--- config.mk ---
export PLATFORM = sky130hd
export DESIGN_NAME = acl_lane
export DESIGN_NICKNAME = d
export VERILOG_FILES = /design/src/rtl/aclink_pkg.sv /design/src/rtl/acl_tag_fields.sv /design/src/rtl/acl_addr_fields.sv /design/src/rtl/acl_data_fields.sv /design/src/rtl/acl_lane.sv
export SDC_FILE = /design/constraint.sdc
export NUM_CORES = 1
export LEC_CHECK = 0
export BUFFER_PORTS_ARGS = -buffer_cell sky130_fd_sc_hd__buf_2
export CAP_MARGIN = 20
export CORE_ASPECT_RATIO = 0.75
export CORE_MARGIN = 4
export CORE_UTILIZATION = 53
export CTS_BUF_LIST = sky130_fd_sc_hd__clkbuf_8 sky130_fd_sc_hd__clkbuf_16
export CTS_CLUSTER_DIAMETER = 80
export DETAILED_ROUTE_END_ITERATION = 12
export GPL_ROUTABILITY_DRIVEN = 1
export PLACE_DENSITY = 0.84
export SYNTH_ARGS = -nofsm -noshare
export SYNTH_HDL_FRONTEND = slang
export SYNTH_SLANG_ARGS = --single-unit
--- constraint.sdc ---
create_clock -name clk -period 4.1 [get_ports clk]
set_input_delay 0.205 -clock clk [delete_from_list [all_inputs] [get_ports clk]]
set_output_delay 0.205 -clock clk [all_outputs]
set_load 0.03 [all_outputs]
--- src/rtl/aclink_pkg.sv ---
package aclink_pkg;
   localparam int unsigned SLOT_TAG  = 0;
   localparam int unsigned SLOT_ADDR = 1;
   localparam int unsigned SLOT_DATA = 2;

   typedef enum logic {
      DIR_OUT = 1'b0,
      DIR_IN  = 1'b1
   } acl_dir_e;
endpackage

--- src/rtl/acl_tag_fields.sv ---
module acl_tag_fields #(
   parameter int unsigned NUM_VSLOTS = 12,
   parameter int unsigned ID_W       = 2,
   parameter int unsigned TAG_W      = NUM_VSLOTS + ID_W + 2
) (
   input  logic [TAG_W-1:0]      tag,
   output logic                  ready,
   output logic [NUM_VSLOTS-1:0] vmask,
   output logic                  rsv_hit,
   output logic [ID_W-1:0]       codec
);
   assign ready   = tag[TAG_W-1];
   assign rsv_hit = tag[ID_W];
   assign codec   = tag[ID_W-1:0];

   // slot k (k >= 1) is flagged by tag bit TAG_W-1-k
   for (genvar k = 0; k < NUM_VSLOTS; k++) begin : g_vbit
      assign vmask[k] = tag[TAG_W-2-k];
   end
endmodule

--- src/rtl/acl_addr_fields.sv ---
module acl_addr_fields
   import aclink_pkg::*;
#(
   parameter int unsigned SLOT_W = 20,
   parameter int unsigned ADDR_W = 7,
   parameter int unsigned REQ_W  = 10,
   parameter acl_dir_e    DIR    = DIR_OUT,
   parameter int unsigned FLAG_W = 1
) (
   input  logic [SLOT_W-1:0] word,
   output logic [ADDR_W-1:0] addr,
   output logic [FLAG_W-1:0] flags,
   output logic              rsv_hit,
   output logic              odd
);
   localparam int unsigned ADDR_LSB = SLOT_W - 1 - ADDR_W;
   localparam int unsigned LOW_RSV  = ADDR_LSB - REQ_W;

   assign addr = word[SLOT_W-2 -: ADDR_W];
   assign odd  = addr[0];

   if (DIR == DIR_OUT) begin : g_outbound
      assign flags   = FLAG_W'(word[SLOT_W-1]);
      assign rsv_hit = |word[ADDR_LSB-1:0];
   end else begin : g_inbound
      assign flags   = FLAG_W'(word[ADDR_LSB-1 -: REQ_W]);
      assign rsv_hit = word[SLOT_W-1] | (|word[LOW_RSV-1:0]);
   end
endmodule

--- src/rtl/acl_data_fields.sv ---
module acl_data_fields #(
   parameter int unsigned SLOT_W = 20,
   parameter int unsigned DATA_W = 16
) (
   input  logic [SLOT_W-1:0] word,
   output logic [DATA_W-1:0] data,
   output logic              rsv_hit
);
   assign data    = word[SLOT_W-1 -: DATA_W];
   assign rsv_hit = |word[SLOT_W-DATA_W-1:0];
endmodule

--- src/rtl/acl_lane.sv ---
module acl_lane
   import aclink_pkg::*;
#(
   parameter int unsigned SLOT_W     = 20,
   parameter int unsigned ADDR_W     = 7,
   parameter int unsigned DATA_W     = 16,
   parameter int unsigned REQ_W      = 10,
   parameter int unsigned ID_W       = 2,
   parameter int unsigned NUM_VSLOTS = 12,
   parameter int unsigned IDX_W      = 4,
   parameter acl_dir_e    DIR        = DIR_OUT,
   parameter int unsigned FLAG_W     = 1
) (
   input  logic                  clk,
   input  logic                  rst_n,
   input  logic                  frame_start,
   input  logic                  s_vld,
   input  logic [IDX_W-1:0]      s_idx,
   input  logic [SLOT_W-1:0]     s_word,
   output logic                  ready,
   output logic [ID_W-1:0]       codec,
   output logic [NUM_VSLOTS-1:0] vmask,
   output logic                  err_rsv,
   output logic                  err_odd,
   output logic                  cmd_vld,
   output logic [FLAG_W-1:0]     cmd_flags,
   output logic [ADDR_W-1:0]     cmd_addr,
   output logic [DATA_W-1:0]     cmd_data
);
   localparam int unsigned TAG_W = NUM_VSLOTS + ID_W + 2;

   logic                  t_ready, t_rsv;
   logic [NUM_VSLOTS-1:0] t_mask;
   logic [ID_W-1:0]       t_codec;
   logic [ADDR_W-1:0]     a_addr;
   logic [FLAG_W-1:0]     a_flags;
   logic                  a_rsv, a_odd;
   logic [DATA_W-1:0]     d_data;
   logic                  d_rsv;

   acl_tag_fields #(.NUM_VSLOTS(NUM_VSLOTS), .ID_W(ID_W), .TAG_W(TAG_W)) u_tag (
      .tag(s_word[TAG_W-1:0]), .ready(t_ready), .vmask(t_mask),
      .rsv_hit(t_rsv), .codec(t_codec)
   );

   acl_addr_fields #(.SLOT_W(SLOT_W), .ADDR_W(ADDR_W), .REQ_W(REQ_W),
                     .DIR(DIR), .FLAG_W(FLAG_W)) u_addr (
      .word(s_word), .addr(a_addr), .flags(a_flags), .rsv_hit(a_rsv), .odd(a_odd)
   );

   acl_data_fields #(.SLOT_W(SLOT_W), .DATA_W(DATA_W)) u_data (
      .word(s_word), .data(d_data), .rsv_hit(d_rsv)
   );

   logic [NUM_VSLOTS-1:0] mask_q, base_mask;
   logic                  ready_q, base_ready;
   logic [ID_W-1:0]       codec_q, base_codec;
   logic                  have_q, base_have;
   logic                  rsv_q, base_rsv;
   logic                  odd_q, base_odd;
   logic [ADDR_W-1:0]     addr_q;
   logic [FLAG_W-1:0]     flags_q;
   logic                  hit_tag, hit_addr, hit_data, fire;
   logic                  vld_q;
   logic [FLAG_W-1:0]     cflags_q;
   logic [ADDR_W-1:0]     caddr_q;
   logic [DATA_W-1:0]     cdata_q;

   // a word in the frame_start cycle is judged against the cleared state
   always_comb begin
      base_mask  = frame_start ? '0   : mask_q;
      base_ready = frame_start ? 1'b0 : ready_q;
      base_codec = frame_start ? '0   : codec_q;
      base_have  = frame_start ? 1'b0 : have_q;
      base_rsv   = frame_start ? 1'b0 : rsv_q;
      base_odd   = frame_start ? 1'b0 : odd_q;
      hit_tag    = s_vld && (s_idx == IDX_W'(SLOT_TAG));
      hit_addr   = s_vld && (s_idx == IDX_W'(SLOT_ADDR)) && base_mask[SLOT_ADDR-1];
      hit_data   = s_vld && (s_idx == IDX_W'(SLOT_DATA)) && base_mask[SLOT_DATA-1];
      fire       = hit_data && base_have;
   end

   always_ff @(posedge clk or negedge rst_n) begin
      if (!rst_n) begin
         mask_q   <= '0;
         ready_q  <= 1'b0;
         codec_q  <= '0;
         have_q   <= 1'b0;
         rsv_q    <= 1'b0;
         odd_q    <= 1'b0;
         addr_q   <= '0;
         flags_q  <= '0;
         vld_q    <= 1'b0;
         cflags_q <= '0;
         caddr_q  <= '0;
         cdata_q  <= '0;
      end else begin
         mask_q  <= hit_tag ? t_mask  : base_mask;
         ready_q <= hit_tag ? t_ready : base_ready;
         codec_q <= hit_tag ? t_codec : base_codec;
         have_q  <= hit_addr | base_have;
         rsv_q   <= base_rsv | (hit_tag & t_rsv) | (hit_addr & a_rsv) | (hit_data & d_rsv);
         odd_q   <= base_odd | (hit_addr & a_odd);
         if (hit_addr) begin
            addr_q  <= a_addr;
            flags_q <= a_flags;
         end
         vld_q <= fire;
         if (fire) begin
            cflags_q <= flags_q;
            caddr_q  <= addr_q;
            cdata_q  <= d_data;
         end
      end
   end

   assign ready     = ready_q;
   assign codec     = codec_q;
   assign vmask     = mask_q;
   assign err_rsv   = rsv_q;
   assign err_odd   = odd_q;
   assign cmd_vld   = vld_q;
   assign cmd_flags = cflags_q;
   assign cmd_addr  = caddr_q;
   assign cmd_data  = cdata_q;
endmodule

==> results of run 1 <==
## through the flow
stage	utilization [%]	cell area, sq um
after floorplan	-	2030
after global placement	65.9	2430
after detailed placement	65.9	2430
after CTS	68.6	2530
after global routing	69.4	2560
final	69.4	2560
## worst min-delay path by stage
| stage | end | slack [ns] | cells past startpoint |
|---|---|---|---|
| floorplan | addr_q[0] | -0.09 | 0 |
| global placement | codec[0] | 0.45 | 3 |
| detailed placement | cmd_data[14] | 0.46 | 1 |
| CTS | cmd_data[14] | 0.13 | 1 |
| global route | flags_q | 0.15 | 2 |
| finish | codec[0] | 0.14 | 3 |
## layer usage
metal  track usage [%]  part of all wire (%)  up-vias
met5                 0                     0        -
met4              11.5                   2.8        0
met3              5.56                   9.1       15
met2              30.3                    46       70
met1              26.1                    42      748
li1                  -                     -      696
## cells by family (layout without fill, tap and decap cells)
family          Yosys count  in the layout
flops                    51             51
buf+inv                   9             85
simple gates             43             43
mux                      33             33
compound gates           17             17
## area by class of cell
cell class	instances	area (sq um)	area share (%)
multi-input cells	93	708	27.7
clock buffers	7	96.3	3.77
well taps	52	65.1	2.54
clock inverters	1	3.75	0.147
flip-flops and latches	51	1280	49.9
inverters	3	11.3	0.440
repair buffers	74	398	15.6
## sequential cells by signal (all words and copies together) (netlist names)
signal / cells
addr_q: 7
cmd_addr: 7
cmd_data: 16
cmd_flags: 1
cmd_vld: 1
codec: 2
err_odd: 1
err_rsv: 1
flags_q: 1
have_q: 1
ready: 1
vmask: 12
## worst reg2reg max path, stage by stage, from the launching register on
cell                      delay [ns]
sky130_fd_sc_hd__dfrtp_1        0.38
sky130_fd_sc_hd__nand2_1        0.11
sky130_fd_sc_hd__nor4_4         0.63
sky130_fd_sc_hd__buf_4          0.35
sky130_fd_sc_hd__mux2_2         0.36
## Yosys cell counts
library cell and n:
sky130_fd_sc_hd__mux2_2 33, sky130_fd_sc_hd__or3b_4 1, sky130_fd_sc_hd__nor4_4 1, sky130_fd_sc_hd__nor4_1 3
sky130_fd_sc_hd__nand2b_1 1, sky130_fd_sc_hd__o221ai_1 1, sky130_fd_sc_hd__a22o_1 1, sky130_fd_sc_hd__nor3_1 1
sky130_fd_sc_hd__and3_1 2, sky130_fd_sc_hd__o41a_2 1, sky130_fd_sc_hd__nor4b_2 1, sky130_fd_sc_hd__buf_6 2
sky130_fd_sc_hd__dfrtp_1 51, sky130_fd_sc_hd__nand3_1 16, sky130_fd_sc_hd__nand2_1 16, sky130_fd_sc_hd__o21ai_0 14
sky130_fd_sc_hd__inv_1 3, sky130_fd_sc_hd__clkbuf_1 4, sky130_fd_sc_hd__nor2b_1 1
## power by group through the flow
stage / Sequential (mW) / Combinational (mW) / Clock (mW)
after floorplan: 0.526 / 0.0123 / 0
after global placement: 0.519 / 0.0552 / 0
after detailed placement: 0.520 / 0.0556 / 0
after CTS: 0.510 / 0.0558 / 0.311
after global routing: 0.510 / 0.0638 / 0.331
final: 0.510 / 0.0582 / 0.302
## timing repair
action	in CTS	in global routing
setup buffers	0	0
hold buffers	0	1
resized for setup	0	0
hold endpoints to repair	0	8
==> metrics.cfg, run 1 <==
[power]
cellInternalPower_uw=679
seq_power_share_pct=58.6
static-leakage-power_nw=1.41
power_frac_clock_pct=34.7
combinationalPowerShare_pct=6.7
worst_ir_drop_vdd_v=0.000310
netSwitchingPower_uw=191
power.density_mw_per_mm2=340
power.share.switching_pct=22.0
p_total_uw=870

[clock_tree]
cts_tree=yes
cts.sink_count=51
cts-root-buf=sky130_fd_sc_hd__clkbuf_8
ctsHtreeMaxLevel=2
cts-buffers-inserted=5
clock_latency_ns=0.30
clkSlewWorstSetupHoldPaths_ns=0.08
clock_path_buffers=2

[setup_path]
critical_path.cell_chain=nand2_1 > nor4_4 > buf_4 > mux2_2
worst_r2r_endpoint=cmd_data[1]
cp_num_buf_inv=1
ff2ff_setup_slack_ns=2.15
critPathCapture=cmd_data[1]
criticalPathCategory=flop to flop
r2r_cells=4
cpMaxStageDelayCell=sky130_fd_sc_hd__nor4_4
critical_path.startpoint=vmask[1]
crit_cells=4
worst_setup_path_end_kind=flop
worstPathMaxFanout=15
worst_ep_arrival_time_ns=2.14
crit_path_start_kind=flop
worst_path_largest_cell_delay_ns=0.63
required_ns=4.29
worstReg2RegStart=vmask[1]
kind_of_cell_with_the_highest_combined_delay_on_the_critical_path=simple AND/OR/NAND/NOR gates

[synthesis]
synthCells=153
post_synth_and_or_nand_nor_area_fraction_pct=11.6
netlist-cell-type-count=19
flop_and_latch_count_out_of_synthesis=51
yosys_warnings=0
synth_compound_area_share_pct=4.92
synth_top_area_share_pct=62.8
synthTopCellsByArea=sky130_fd_sc_hd__dfrtp_1 63%, sky130_fd_sc_hd__mux2_2 18%, sky130_fd_sc_hd__nand3_1 3.9%
muxShareOfSynthArea_pct=18.3
synthesis.area_per_instance_sq_um=13.3
synth-adder-area-share_pct=0
seq_area_frac_synth_pct=62.8
synthesis.area_sq_mm=0.00203
synth_xor_xnor_area_share_pct=0
combinational_family_with_the_most_area_after_synthesis=multiplexers
post-synth-top-area-cell=sky130_fd_sc_hd__dfrtp_1
synth.net_count=181

[sta]
final_skew_ns=0.00520
tightestPinTransition_ns=0.725
slew_violations=0
layout_setup_ws_ns=2.15
period_share_pct=47.6
timing.setup.tns_ns=0
grt_setup_unrepaired=false
whs_ns=0.141
finalHoldViolations=0
period_minus_slack_ns=1.95
timing.fmax_mhz=513
setup-violations-final=0
relSlewSlack_pct=51.3

[placed_design]
routability_congestion_estimate_from_global_placement=0.820
place_worst_setup_slack_ns=1.86
portBuffers=69
dpl.hpwl_mm=3.39
placed_cells=271

[cells_and_area]
stdcell_count=281
layout-drive-gt1-share_pct=51.1
final_common_cell=sky130_fd_sc_hd__buf_2
antenna_cells=0
mostFrequentLayoutCells=69 x sky130_fd_sc_hd__buf_2, 51 x sky130_fd_sc_hd__dfrtp_1, 33 x sky130_fd_sc_hd__mux2_2, 16 x sky130_fd_sc_hd__nand2_1, 16 x sky130_fd_sc_hd__nand3_1
fin_nets=256
fill_cells=279
area_growth_syn_to_layout_pct=25.8

[global_routing]
via_count_of_the_first_global_routing_pass=1450
first_pass_grt_wire_length_mm=7.20
grt_max_degree=52
gr-total-overflow=0
grt_antenna_before_repair=0
groute.usage.overall_pct=19.9

[detailed_routing]
routed_wire_length_per_instance_um=16.2
route.antenna.remaining_nets=0
viasPerCell=5.44
drt_iter0_drc=92
drc=0
dr_total_vias=1529
totalWireLength_mm=4.57
detail_route.first_pass.iterations=4

[run_status]
outcome=finished clean

[floorplanning]
number_of_primary_i_o_pins=70
std_cell_rows=19
die_h_um=61.6
die_w_um=79.5
die-area_sq_mm=0.00490
initial_core_util_pct=55.2
coreArea_sq_mm=0.00368

[hold_path]
min_from=s_word[0]
hold_class=primary input to flop

[job]
max_cap_violations=0

Power figures use the tool's default switching activity.
==> run 2: changes to the inputs <==
--- a/config.mk
+++ b/config.mk
@@ -9,12 +9,12 @@
 export CAP_MARGIN = 20
 export CORE_ASPECT_RATIO = 0.75
 export CORE_MARGIN = 4
-export CORE_UTILIZATION = 53
+export CORE_UTILIZATION = 49
 export CTS_BUF_LIST = sky130_fd_sc_hd__clkbuf_8 sky130_fd_sc_hd__clkbuf_16
 export CTS_CLUSTER_DIAMETER = 80
 export DETAILED_ROUTE_END_ITERATION = 12
 export GPL_ROUTABILITY_DRIVEN = 1
-export PLACE_DENSITY = 0.84
+export PLACE_DENSITY = 0.78
 export SYNTH_ARGS = -nofsm -noshare
 export SYNTH_HDL_FRONTEND = slang
 export SYNTH_SLANG_ARGS = --single-unit
==> constraint.sdc (replaced) <==
create_clock -name clk -period 1.9 [get_ports clk]
set_input_delay 0.095 -clock clk [delete_from_list [all_inputs] [get_ports clk]]
set_output_delay 0.095 -clock clk [all_outputs]
set_load 0.03 [all_outputs]
==> metrics.cfg, run 2 (synthesized netlist as in run 1, its figures left out) <==
[clock_tree]
ctsResizeCount=0  ; unchanged
clkSlewWorstSetupHoldPaths_ns=0.08  ; about the same
ctsHtreeMaxLevel=2  ; unchanged
clock_path_buffers=2  ; unchanged
cts-buffers-inserted=5  ; unchanged
cts_setup_buffers=0  ; unchanged
cts.sink_count=51  ; unchanged
cts-root-buf=sky130_fd_sc_hd__clkbuf_8
clock_latency_ns=0.29  ; about the same
cts_tree=yes

[placed_design]
dpl.hpwl_mm=3.36  ; -0.78%
portBuffers=69  ; unchanged
placed_cells=273  ; +0.74%
routability_congestion_estimate_from_global_placement=0.816  ; -0.55%

[power]
combinationalPowerShare_pct=7.0  ; +0.3 points
static-leakage-power_nw=1.40  ; -0.81%
netSwitchingPower_uw=403  ; +110%
power.density_mw_per_mm2=701  ; +110%
power.share.switching_pct=22.7  ; +0.64 points
seq_power_share_pct=61.8  ; +3.2 points
power_frac_clock_pct=31.2  ; -3.5 points
worst_ir_drop_vdd_v=0.000407  ; +31%
cellInternalPower_mw=1.38  ; +100%

[sta]
tightestPinTransition_ns=0.470  ; -0.256 ns
period_minus_slack_ns=1.47  ; -0.480 ns
timing.fmax_mhz=680  ; +33%
finalHoldViolations=0  ; unchanged
relSlewSlack_pct=68.6  ; +17 points
setup-violations-final=0  ; unchanged
period_share_pct=77.4  ; +30 points
timing.setup.tns_ns=0  ; unchanged
whs_ns=0.0383  ; -0.103 ns
slew_violations=0  ; unchanged
final_skew_ns=0.00446  ; -0.000747 ns
grt_setup_unrepaired=false

[setup_path]
worst_ep_arrival_time_ns=1.65  ; -0.49 ns
worstPathMaxFanout=25  ; +10
worst_setup_path_end_kind=flop
required_ns=2.08  ; -2.21 ns
criticalPathCategory=flop to flop
crit_path_start_kind=flop

[cells_and_area]
area_growth_syn_to_layout_pct=24.9
mostFrequentLayoutCells=69 x sky130_fd_sc_hd__buf_2, 51 x sky130_fd_sc_hd__dfrtp_1, 33 x sky130_fd_sc_hd__mux2_2, 16 x sky130_fd_sc_hd__nand2_1, 16 x sky130_fd_sc_hd__nand3_1
multiInputGateArea_sq_um=708  ; unchanged
fill_cells=306  ; +9.7%
layout-drive-gt1-share_pct=50.9  ; -0.21 points
largest_register_ffs=16  ; unchanged
final_common_cell=sky130_fd_sc_hd__buf_2
ff_latch_area_sq_mm=0.00128  ; unchanged
antenna_cells=0  ; unchanged
stdcell_count=280  ; -0.36%
fin_nets=257  ; +0.39%

[detailed_routing]
totalWireLength_mm=4.49  ; -1.6%
routed_wire_length_per_instance_um=16.0  ; -1.3%
route.antenna.remaining_nets=0  ; unchanged
viasPerCell=5.40  ; -0.76%
dr_total_vias=1512  ; -1.1%
detail_route.first_pass.iterations=4  ; unchanged
drt_iter0_drc=116  ; +26%
drc=0  ; unchanged

[run_status]
outcome=finished clean

[floorplanning]
number_of_primary_i_o_pins=70  ; unchanged
die_h_um=63.8  ; +3.5%
std_cell_rows=19  ; unchanged
coreArea_sq_mm=0.00383  ; +3.9%
die_w_um=82.4  ; +3.6%
die-area_sq_mm=0.00525  ; +7.2%
initial_core_util_pct=53.1  ; -2.1 points

[global_routing]
gr-usage-met2_pct=26.6  ; -3.7 points
grt_antenna_before_repair=0  ; unchanged
via_count_of_the_first_global_routing_pass=1480  ; +2.1%
groute.usage.overall_pct=18.4  ; -1.6 points
first_pass_grt_wire_length_mm=7.30  ; +1.4%
global_route.usage.met3_pct=4.63  ; -0.92 points
met1_usage_grt_pct=26.1  ; -0.058 points
gr-total-overflow=0  ; unchanged
most_congested_layer_reported_by_global_routing=met2
grt_max_degree=26  ; -50%

[job]
max_cap_violations=0  ; unchanged

[hold_path]
hold_class=primary input to flop

==> run 2: power by group through the flow <==
stage | Clock [mW] | Combinational, mW | Sequential (mW)
6_report | 0.555 | 0.125 | 1.10
5_1_grt | 0.623 | 0.137 | 1.10
4_1_cts | 0.576 | 0.125 | 1.10
3_5_place_dp | 0 | 0.123 | 1.12
3_3_place_gp | 0 | 0.123 | 1.12
2_1_floorplan | 0 | 0.0265 | 1.14
==> run 2: stage by stage <==
stage	power, mW	util [%]	cell area [sq um]	setup WS, ns
after global placement	1.24	64.2	2460	0.279
final	1.78	66.3	2540	0.429
after detailed placement	1.24	64.2	2460	0.229
after floorplan	1.16	-	2030	0.169
after CTS	1.80	66.3	2540	0.428
after global routing	1.86	66.3	2540	0.352
==> run 2: routing by layer <==
metal,vias up,routed length [um],share of wire (%)
met5,-,0,0
met4,0,81,1.8
met3,6,424,9.4
met2,77,2080,46
met1,732,1900,42
li1,697,-,-
==> run 2: layout make-up <==
class | instances | area share (%)
Clock buffer | 5 | 2.71
Clock inverter | 1 | 0.148
Inverter | 3 | 0.444
Multi-Input combinational cell | 93 | 27.9
Sequential cell | 51 | 50.3
Tap cell | 52 | 2.56
Timing Repair Buffer | 75 | 16.0
==> run 2: worst max-delay path, stage by stage, from the launching register on <==
cell	delay [ns]
sky130_fd_sc_hd__dfrtp_1	0.38
sky130_fd_sc_hd__nand2_1	0.11
sky130_fd_sc_hd__nor4_4	0.29
sky130_fd_sc_hd__buf_12	0.22
sky130_fd_sc_hd__mux2_2	0.35
==> run 2: what timing repair did <==
| action | 4_1_cts | 5_1_grt |
|---|---|---|
| setup endpoints to repair | 0 | 0 |
| endpoints found under the hold margin | 12 | 0 |
| hold buffers | 1 | 0 |
==> run 2: final timing paths <==
check                               endpoint  depth (start not counted)  slack (ns)  startpoint
worst max register to register   cmd_data[6]                          4        0.43    vmask[1]
max in group asynchronous          vmask[11]                          3        1.10       rst_n
worst min register to register   cmd_addr[4]                          1        0.50   addr_q[4]
min in group asynchronous           vmask[1]                          2        0.22       rst_n
worst min-delay path            cmd_data[12]                          2        0.04  s_word[16]
worst max-delay path             cmd_data[6]                          4        0.43    vmask[1]
